## src/rtl/irq_ctrl_pkg.sv

```systemverilog
package irq_ctrl_pkg;

  localparam int CTRL_W = 8;

  // bit positions, fixed because software decodes them
  localparam int BIT_GLB  = 7;
  localparam int BIT_PER  = 6;
  localparam int BIT_TEN  = 5;
  localparam int BIT_XEN  = 4;
  localparam int BIT_CEN  = 3;
  localparam int BIT_TFL  = 2;
  localparam int BIT_XFL  = 1;
  localparam int BIT_CFL  = 0;

  typedef struct packed {
    logic glb_en;
    logic per_en;
    logic tmr_en;
    logic ext_en;
    logic chg_en;
    logic tmr_fl;
    logic ext_fl;
    logic chg_fl;
  } ctrl_t;

  // request term of the local sources
  function automatic logic local_pending(input ctrl_t c);
    return (c.tmr_en & c.tmr_fl) | (c.ext_en & c.ext_fl) | (c.chg_en & c.chg_fl);
  endfunction

endpackage

```

## src/rtl/irq_sync_edge.sv

```systemverilog
// Multi-stage synchronizer followed by an edge detector.
// RISE_ONLY=1 reports rising edges, RISE_ONLY=0 reports any toggle.
module irq_sync_edge #(
  parameter int WIDTH     = 1,
  parameter int STAGES    = 2,
  parameter bit RISE_ONLY = 1'b1
) (
  input  logic             clk,
  input  logic             rst,
  input  logic [WIDTH-1:0] din,
  output logic [WIDTH-1:0] edge_o
);

  localparam int LAST = STAGES;

  // pipe[0..STAGES-1] synchronize, pipe[STAGES] holds the previous value
  logic [LAST:0][WIDTH-1:0] pipe;

  always_ff @(posedge clk) begin
    if (rst) begin
      pipe <= '0;
    end else begin
      pipe[0] <= din;
      for (int i = 1; i <= LAST; i++) begin
        pipe[i] <= pipe[i-1];
      end
    end
  end

  generate
    if (RISE_ONLY) begin : g_rise
      assign edge_o = pipe[LAST-1] & ~pipe[LAST];
    end else begin : g_toggle
      assign edge_o = pipe[LAST-1] ^ pipe[LAST];
    end
  endgenerate

endmodule

```

## src/rtl/irq_bus_dec.sv

```systemverilog
// Address decode for the two mirrored locations and the read mux.
module irq_bus_dec
  import irq_ctrl_pkg::*;
#(
  parameter int                ADDR_W = 8,
  parameter logic [ADDR_W-1:0] ADDR_A = 8'h0B,
  parameter logic [ADDR_W-1:0] ADDR_B = 8'h8B
) (
  input  logic [ADDR_W-1:0] bus_addr,
  input  ctrl_t             ctrl_q,
  output logic              bus_hit,
  output logic [CTRL_W-1:0] bus_rdata
);

  always_comb begin
    bus_hit   = (bus_addr == ADDR_A) || (bus_addr == ADDR_B);
    bus_rdata = bus_hit ? ctrl_q : '0;
  end

endmodule

```

## src/rtl/irq_req_gate.sv

```systemverilog
// Two-level request gating with a registered output.
module irq_req_gate
  import irq_ctrl_pkg::*;
(
  input  logic  clk,
  input  logic  rst,
  input  ctrl_t ctrl_q,
  input  logic  periph_pend,
  output logic  irq_req
);

  logic grp_req;
  logic req_d;

  always_comb begin
    grp_req = ctrl_q.per_en & periph_pend;
    req_d   = ctrl_q.glb_en & (local_pending(ctrl_q) | grp_req);
  end

  always_ff @(posedge clk) begin
    if (rst) irq_req <= 1'b0;
    else     irq_req <= req_d;
  end

endmodule

```

## src/rtl/irq_ctrl_reg.sv

```systemverilog
module irq_ctrl_reg
  import irq_ctrl_pkg::*;
#(
  parameter int                ADDR_W      = 8,
  parameter int                PORT_W      = 6,
  parameter int                SYNC_STAGES = 2,
  parameter logic [ADDR_W-1:0] ADDR_A      = 8'h0B,
  parameter logic [ADDR_W-1:0] ADDR_B      = 8'h8B
) (
  input  logic              clk,
  input  logic              rst,
  input  logic [ADDR_W-1:0] bus_addr,
  input  logic              bus_wr,
  input  logic [CTRL_W-1:0] bus_wdata,
  output logic [CTRL_W-1:0] bus_rdata,
  input  logic              tmr_ovf,
  input  logic              ext_pin,
  input  logic [PORT_W-1:0] port_pins,
  input  logic [PORT_W-1:0] chg_mask,
  input  logic              periph_pend,
  output logic              irq_req
);

  ctrl_t             ctrl_q;
  ctrl_t             ctrl_d;
  logic              bus_hit;
  logic [0:0]        ext_rise;
  logic [PORT_W-1:0] port_tog;
  logic              chg_evt;

  irq_bus_dec #(
    .ADDR_W (ADDR_W),
    .ADDR_A (ADDR_A),
    .ADDR_B (ADDR_B)
  ) u_dec (
    .bus_addr  (bus_addr),
    .ctrl_q    (ctrl_q),
    .bus_hit   (bus_hit),
    .bus_rdata (bus_rdata)
  );

  irq_sync_edge #(
    .WIDTH     (1),
    .STAGES    (SYNC_STAGES),
    .RISE_ONLY (1'b1)
  ) u_ext_sync (
    .clk    (clk),
    .rst    (rst),
    .din    (ext_pin),
    .edge_o (ext_rise)
  );

  irq_sync_edge #(
    .WIDTH     (PORT_W),
    .STAGES    (SYNC_STAGES),
    .RISE_ONLY (1'b0)
  ) u_port_sync (
    .clk    (clk),
    .rst    (rst),
    .din    (port_pins),
    .edge_o (port_tog)
  );

  irq_req_gate u_gate (
    .clk         (clk),
    .rst         (rst),
    .ctrl_q      (ctrl_q),
    .periph_pend (periph_pend),
    .irq_req     (irq_req)
  );

  // Software write first, hardware set events on top so that set wins.
  always_comb begin
    chg_evt = |(port_tog & chg_mask);
    ctrl_d  = ctrl_q;
    if (bus_wr && bus_hit) ctrl_d = ctrl_t'(bus_wdata);
    if (tmr_ovf)           ctrl_d.tmr_fl = 1'b1;
    if (ext_rise[0])       ctrl_d.ext_fl = 1'b1;
    if (chg_evt)           ctrl_d.chg_fl = 1'b1;
  end

  always_ff @(posedge clk) begin
    if (rst) ctrl_q <= '0;
    else     ctrl_q <= ctrl_d;
  end

endmodule

```

## config.mk

```make
export PLATFORM = sky130hd
export DESIGN_NAME = irq_ctrl_reg
export DESIGN_NICKNAME = d
export VERILOG_FILES = /design/src/rtl/irq_ctrl_pkg.sv /design/src/rtl/irq_sync_edge.sv /design/src/rtl/irq_bus_dec.sv /design/src/rtl/irq_req_gate.sv /design/src/rtl/irq_ctrl_reg.sv
export SDC_FILE = /design/constraint.sdc
export NUM_CORES = 1
export LEC_CHECK = 0
export ABC_AREA = 1
export BUFFER_PORTS_ARGS = -buffer_cell sky130_fd_sc_hd__buf_2
export CELL_PAD_IN_SITES_DETAIL_PLACEMENT = 1
export CELL_PAD_IN_SITES_GLOBAL_PLACEMENT = 1
export CORE_MARGIN = 5
export CORE_UTILIZATION = 33
export DETAILED_ROUTE_END_ITERATION = 8
export GPL_ROUTABILITY_DRIVEN = 1
export PLACE_DENSITY_LB_ADDON = 0.1
export SLEW_MARGIN = 20
export SYNTH_ARGS = -nofsm -noshare
export SYNTH_HDL_FRONTEND = slang
export SYNTH_SLANG_ARGS = --single-unit
```

## constraint.sdc

```tcl
create_clock -name clk -period 1.1 [get_ports clk]
set_input_delay 0.22 -clock clk [delete_from_list [all_inputs] [get_ports clk]]
set_output_delay 0.22 -clock clk [all_outputs]
set_load 0.02 [all_outputs]
```

==> run summary <==
GRT
• 1,265 — via count of the first global-routing pass
• 5060 µm — wire length of the first global-routing pass
• 0 — initial antenna violation count
• 0 — aggregate global routing overflow
• 24 — pin count of the biggest net entering global routing
• 13.0% — overall fraction of global-route tracks in use

Routing
• 0 — Antenna Nets Post-Route
• 3020 µm — Post-Route WL
• 28 — violation count after the first detailed-routing iteration
• 11.5 µm — WL/cell
• 4 — total iterations of the first detailed-routing run
• 0 — DRC violation count after routing
• 4.33 — via/cell ratio
• 1,144 — routed via count

Timing
• 0.242 ns — slew at the pin with the worst max-slew slack
• true — setup repair after global routing missed its margin
• 0 — final hold vios
• 0 — number of max-slew violations in the final report
• -0.107 ns — setup slack of the critical path after layout
• 0.0101 ns — worst clock skew
• 8 — Setup-failing EPs final
• 110% — post-route fraction of the period consumed by the critical path
• -0.775 ns — setup total negative slack
• 83.9% — Max-Slew Margin vs Limit
• 0.829 GHz — maximum clock rate
• 1.21 ns — shortest clock period the worst path allows after layout

Clocking
• 5 — number of CTS-inserted buffers
• 0 — hold-fix buffers at CTS
• 0.32 ns — insertion delay of the later-clocked pin in the worst-skew pair
• sky130_fd_sc_hd__clkbuf_4 — CTS root buf
• 2 — Max Root-Sink Buffers
• 0.09 ns — CTS clk-pin slew, worst paths
• 2 — maximum level of the CTS H-tree
• built — clock tree from TritonCTS
• 30 — number of clock sinks
• 0 — Post CTS Setup Buffer Count

Synthesis
• 7.01 µm² — syn_area_per_cell
• 50.7% — sequential area share after synthesis
• 0% — fraction of synthesized area in multiplexers
• simple AND/OR/NAND/NOR gates — dominant combinational cell family by area after synthesis
• 0 — Synthesis Warnings
• sky130_fd_sc_hd__dfxtp_1, sky130_fd_sc_hd__nor2_1, sky130_fd_sc_hd__inv_1 — dominant cells by area after synthesis
• 0% — Post-Synth XOR/XNOR Area
• 17 — count of unique library cells instantiated by Yosys
• 28.5% — area share of and/or/nand/nor cells after synthesis
• 30 — Synth Register Bits
• 169 — cells after synthesis
• 50.7% — fraction of synthesized cell area taken by the top area cell type
• sky130_fd_sc_hd__dfxtp_1 — Yosys top cell by area
• 6.23% — post-synthesis compound-gate area fraction
• 0% — post-synthesis adder-cell area fraction
• 0.00118 mm² — synthesized area
• 203 — Post-Synthesis Net Count

Placement
• 2250 µm — sum of net half-perimeters after detailed placement
• 0.00147 mm² — post-placement cell area
• 41 — number of port buffers
• 0.772 — GP Congestion

Min path
• u_port_sync.pipe[5] — endpoint of the worst hold path
• 3 — hold-critical path depth
• port_pins[5] — launch point of the worst hold path
• in -> reg — worst min path class

Floorplan
• 21 — Core Rows
• 69.9 µm — Die X-Extent
• 0.00489 mm² — Die Outline Area
• 34.7% — Initial Utilization
• 43 — number of ports placed on the die boundary
• 0.00342 mm² — area inside the core boundary
• 69.9 µm — floorplan die height

Layout
• 47.9% — core occupancy in the finished layout
• 0.00164 mm² — final design instance area without fill
• 38.1% — area added between synthesis and finish
• 453 — layout filler cell count
• 34.4% — share of post-route cells with drive strength above 1
• 0 — ant diodes
• 252 — final net count

Critical path
• u_port_sync.pipe[9] — Reg2Reg Launch Point
• input pin — nature of the critical path startpoint
• 7 — Register-to-Register Path Depth
• 8 — critical path peak fanout
• 0.88 ns — Required @ worst endpoint
• output port — type of element capturing the critical path
• sky130_fd_sc_hd__nor2_4 — Slowest cell on crit path
• buf_2 > inv_1 > nand3_2 > nor2_4 > inv_4 > nor2_1 > buf_4 — critical-path cell list
• ctrl_q[0] — reg-to-reg critical path endpoint
• 0.10 ns — setup slack on the worst flop-to-flop path
• 0.99 ns — Arr. time, crit path
• in -> out — startpoint-to-endpoint class of the critical path
• 0.16 ns — delay of the slowest critical-path stage

Run status
• setup timing — failing checks
• finished, violations left — outcome

Power
• 2.23 mW — Power, Total
• 0.805 nW — static leakage
• 0.621 mV — Peak supply drop
• 1360 mW/mm² — total power divided by cell area

Flow run
• 0 — maxcap violations

-- per-layer routing --
| metal | up-vias | share of wire (%) | global-route usage [%] |
|---|---|---|---|
| met5 | - | 0 | 0 |
| met4 | 0 | 2.5 | 6.38 |
| met3 | 10 | 6.5 | 4.16 |
| met2 | 33 | 52 | 24.4 |
| met1 | 516 | 39 | 12.5 |
| li1 | 585 | - | - |
-- sequential cells by signal, indices dropped and copies added (netlist names) --
register          count
u_ext_sync.pipe       3
u_gate.irq_req        1
u_port_sync.pipe     18
ctrl_q                8
-- worst max path at each step --
stage | slack [ns] | startpoint | end | cells after the start
floorplan | -0.04 | bus_addr[4] | bus_rdata[0] | 5
global placement | -0.11 | bus_addr[6] | bus_rdata[0] | 7
detailed placement | -0.16 | bus_addr[6] | bus_rdata[6] | 7
CTS | -0.09 | bus_addr[2] | bus_rdata[4] | 7
global route | -0.18 | bus_addr[4] | bus_rdata[7] | 7
finish | -0.11 | bus_addr[4] | bus_rdata[1] | 7
-- final cells by class --
class	instances	area, µm²	area share, %
clock buffer	6	51.3	3.13
sequential	30	608	37.2
tap	46	57.6	3.52
clock inverter	1	30.0	1.83
inverter	41	156	9.56
timing repair buffer	45	292	17.8
multi-input combinational	95	442	27.0
-- power by group --
part,internal [mW],switching (mW)
Clock,0.529,0.359
Sequential,1.13,0.0192
Combinational,0.0933,0.103
Total,1.75,0.481
-- placed cells by master (no fill, tap or decap) --
master	instances
sky130_fd_sc_hd__inv_1	36
sky130_fd_sc_hd__buf_4	8
sky130_fd_sc_hd__nand3_2	2
sky130_fd_sc_hd__nand3b_1	1
sky130_fd_sc_hd__nor2_1	39
sky130_fd_sc_hd__nand3_1	7
sky130_fd_sc_hd__o21ai_1	4
sky130_fd_sc_hd__bufinv_16	1
sky130_fd_sc_hd__a21oi_2	1
sky130_fd_sc_hd__buf_12	1
sky130_fd_sc_hd__dfxtp_1	24
sky130_fd_sc_hd__inv_4	1
sky130_fd_sc_hd__o22ai_1	1
sky130_fd_sc_hd__o21ai_0	2
sky130_fd_sc_hd__buf_2	31
sky130_fd_sc_hd__or2_2	1
sky130_fd_sc_hd__clkbuf_4	5
sky130_fd_sc_hd__nand2_1	25
sky130_fd_sc_hd__clkbuf_8	1
sky130_fd_sc_hd__inv_2	4
sky130_fd_sc_hd__dfxtp_2	6
sky130_fd_sc_hd__o21ai_2	1
sky130_fd_sc_hd__a21oi_1	4
sky130_fd_sc_hd__nor2_2	4
sky130_fd_sc_hd__nor2_4	3
sky130_fd_sc_hd__buf_6	5
-- cells in the mapped netlist (all sizes together) --
cell type,n
o21ai,7
buf,1
nand3b,1
o22ai,1
a21oi,5
nand2,25
nor2,46
clkbuf,2
dfxtp,30
nand3,9
inv,41
or2,1
-- critical path: cells and delay by family --
family	cells	cell delay, ns
buf+inv	4	0.41
simple gates	3	0.36
-- logic make-up (layout without fill, tap and decap cells) --
logic type,after synthesis,after routing
flops,30,30
compound gates,13,13
simple gates,82,82
buf+inv,44,93
-- per-stage QoR --
stage	setup slack [ns]	instances	hold slack, ns
global placement	-0.114	257	0.390
finish	-0.107	264	0.0972
floorplan	-0.0382	169	0.291
CTS	-0.0944	264	0.0829
global route	-0.178	264	0.0880
detailed placement	-0.161	257	0.402
-- what timing repair did --
item,4_1_cts,5_1_grt
setup endpoints to repair,8,8
pin swaps,6,1
cloned,0,0
gates resized for setup,24,9
Power figures use the tool's default switching activity.
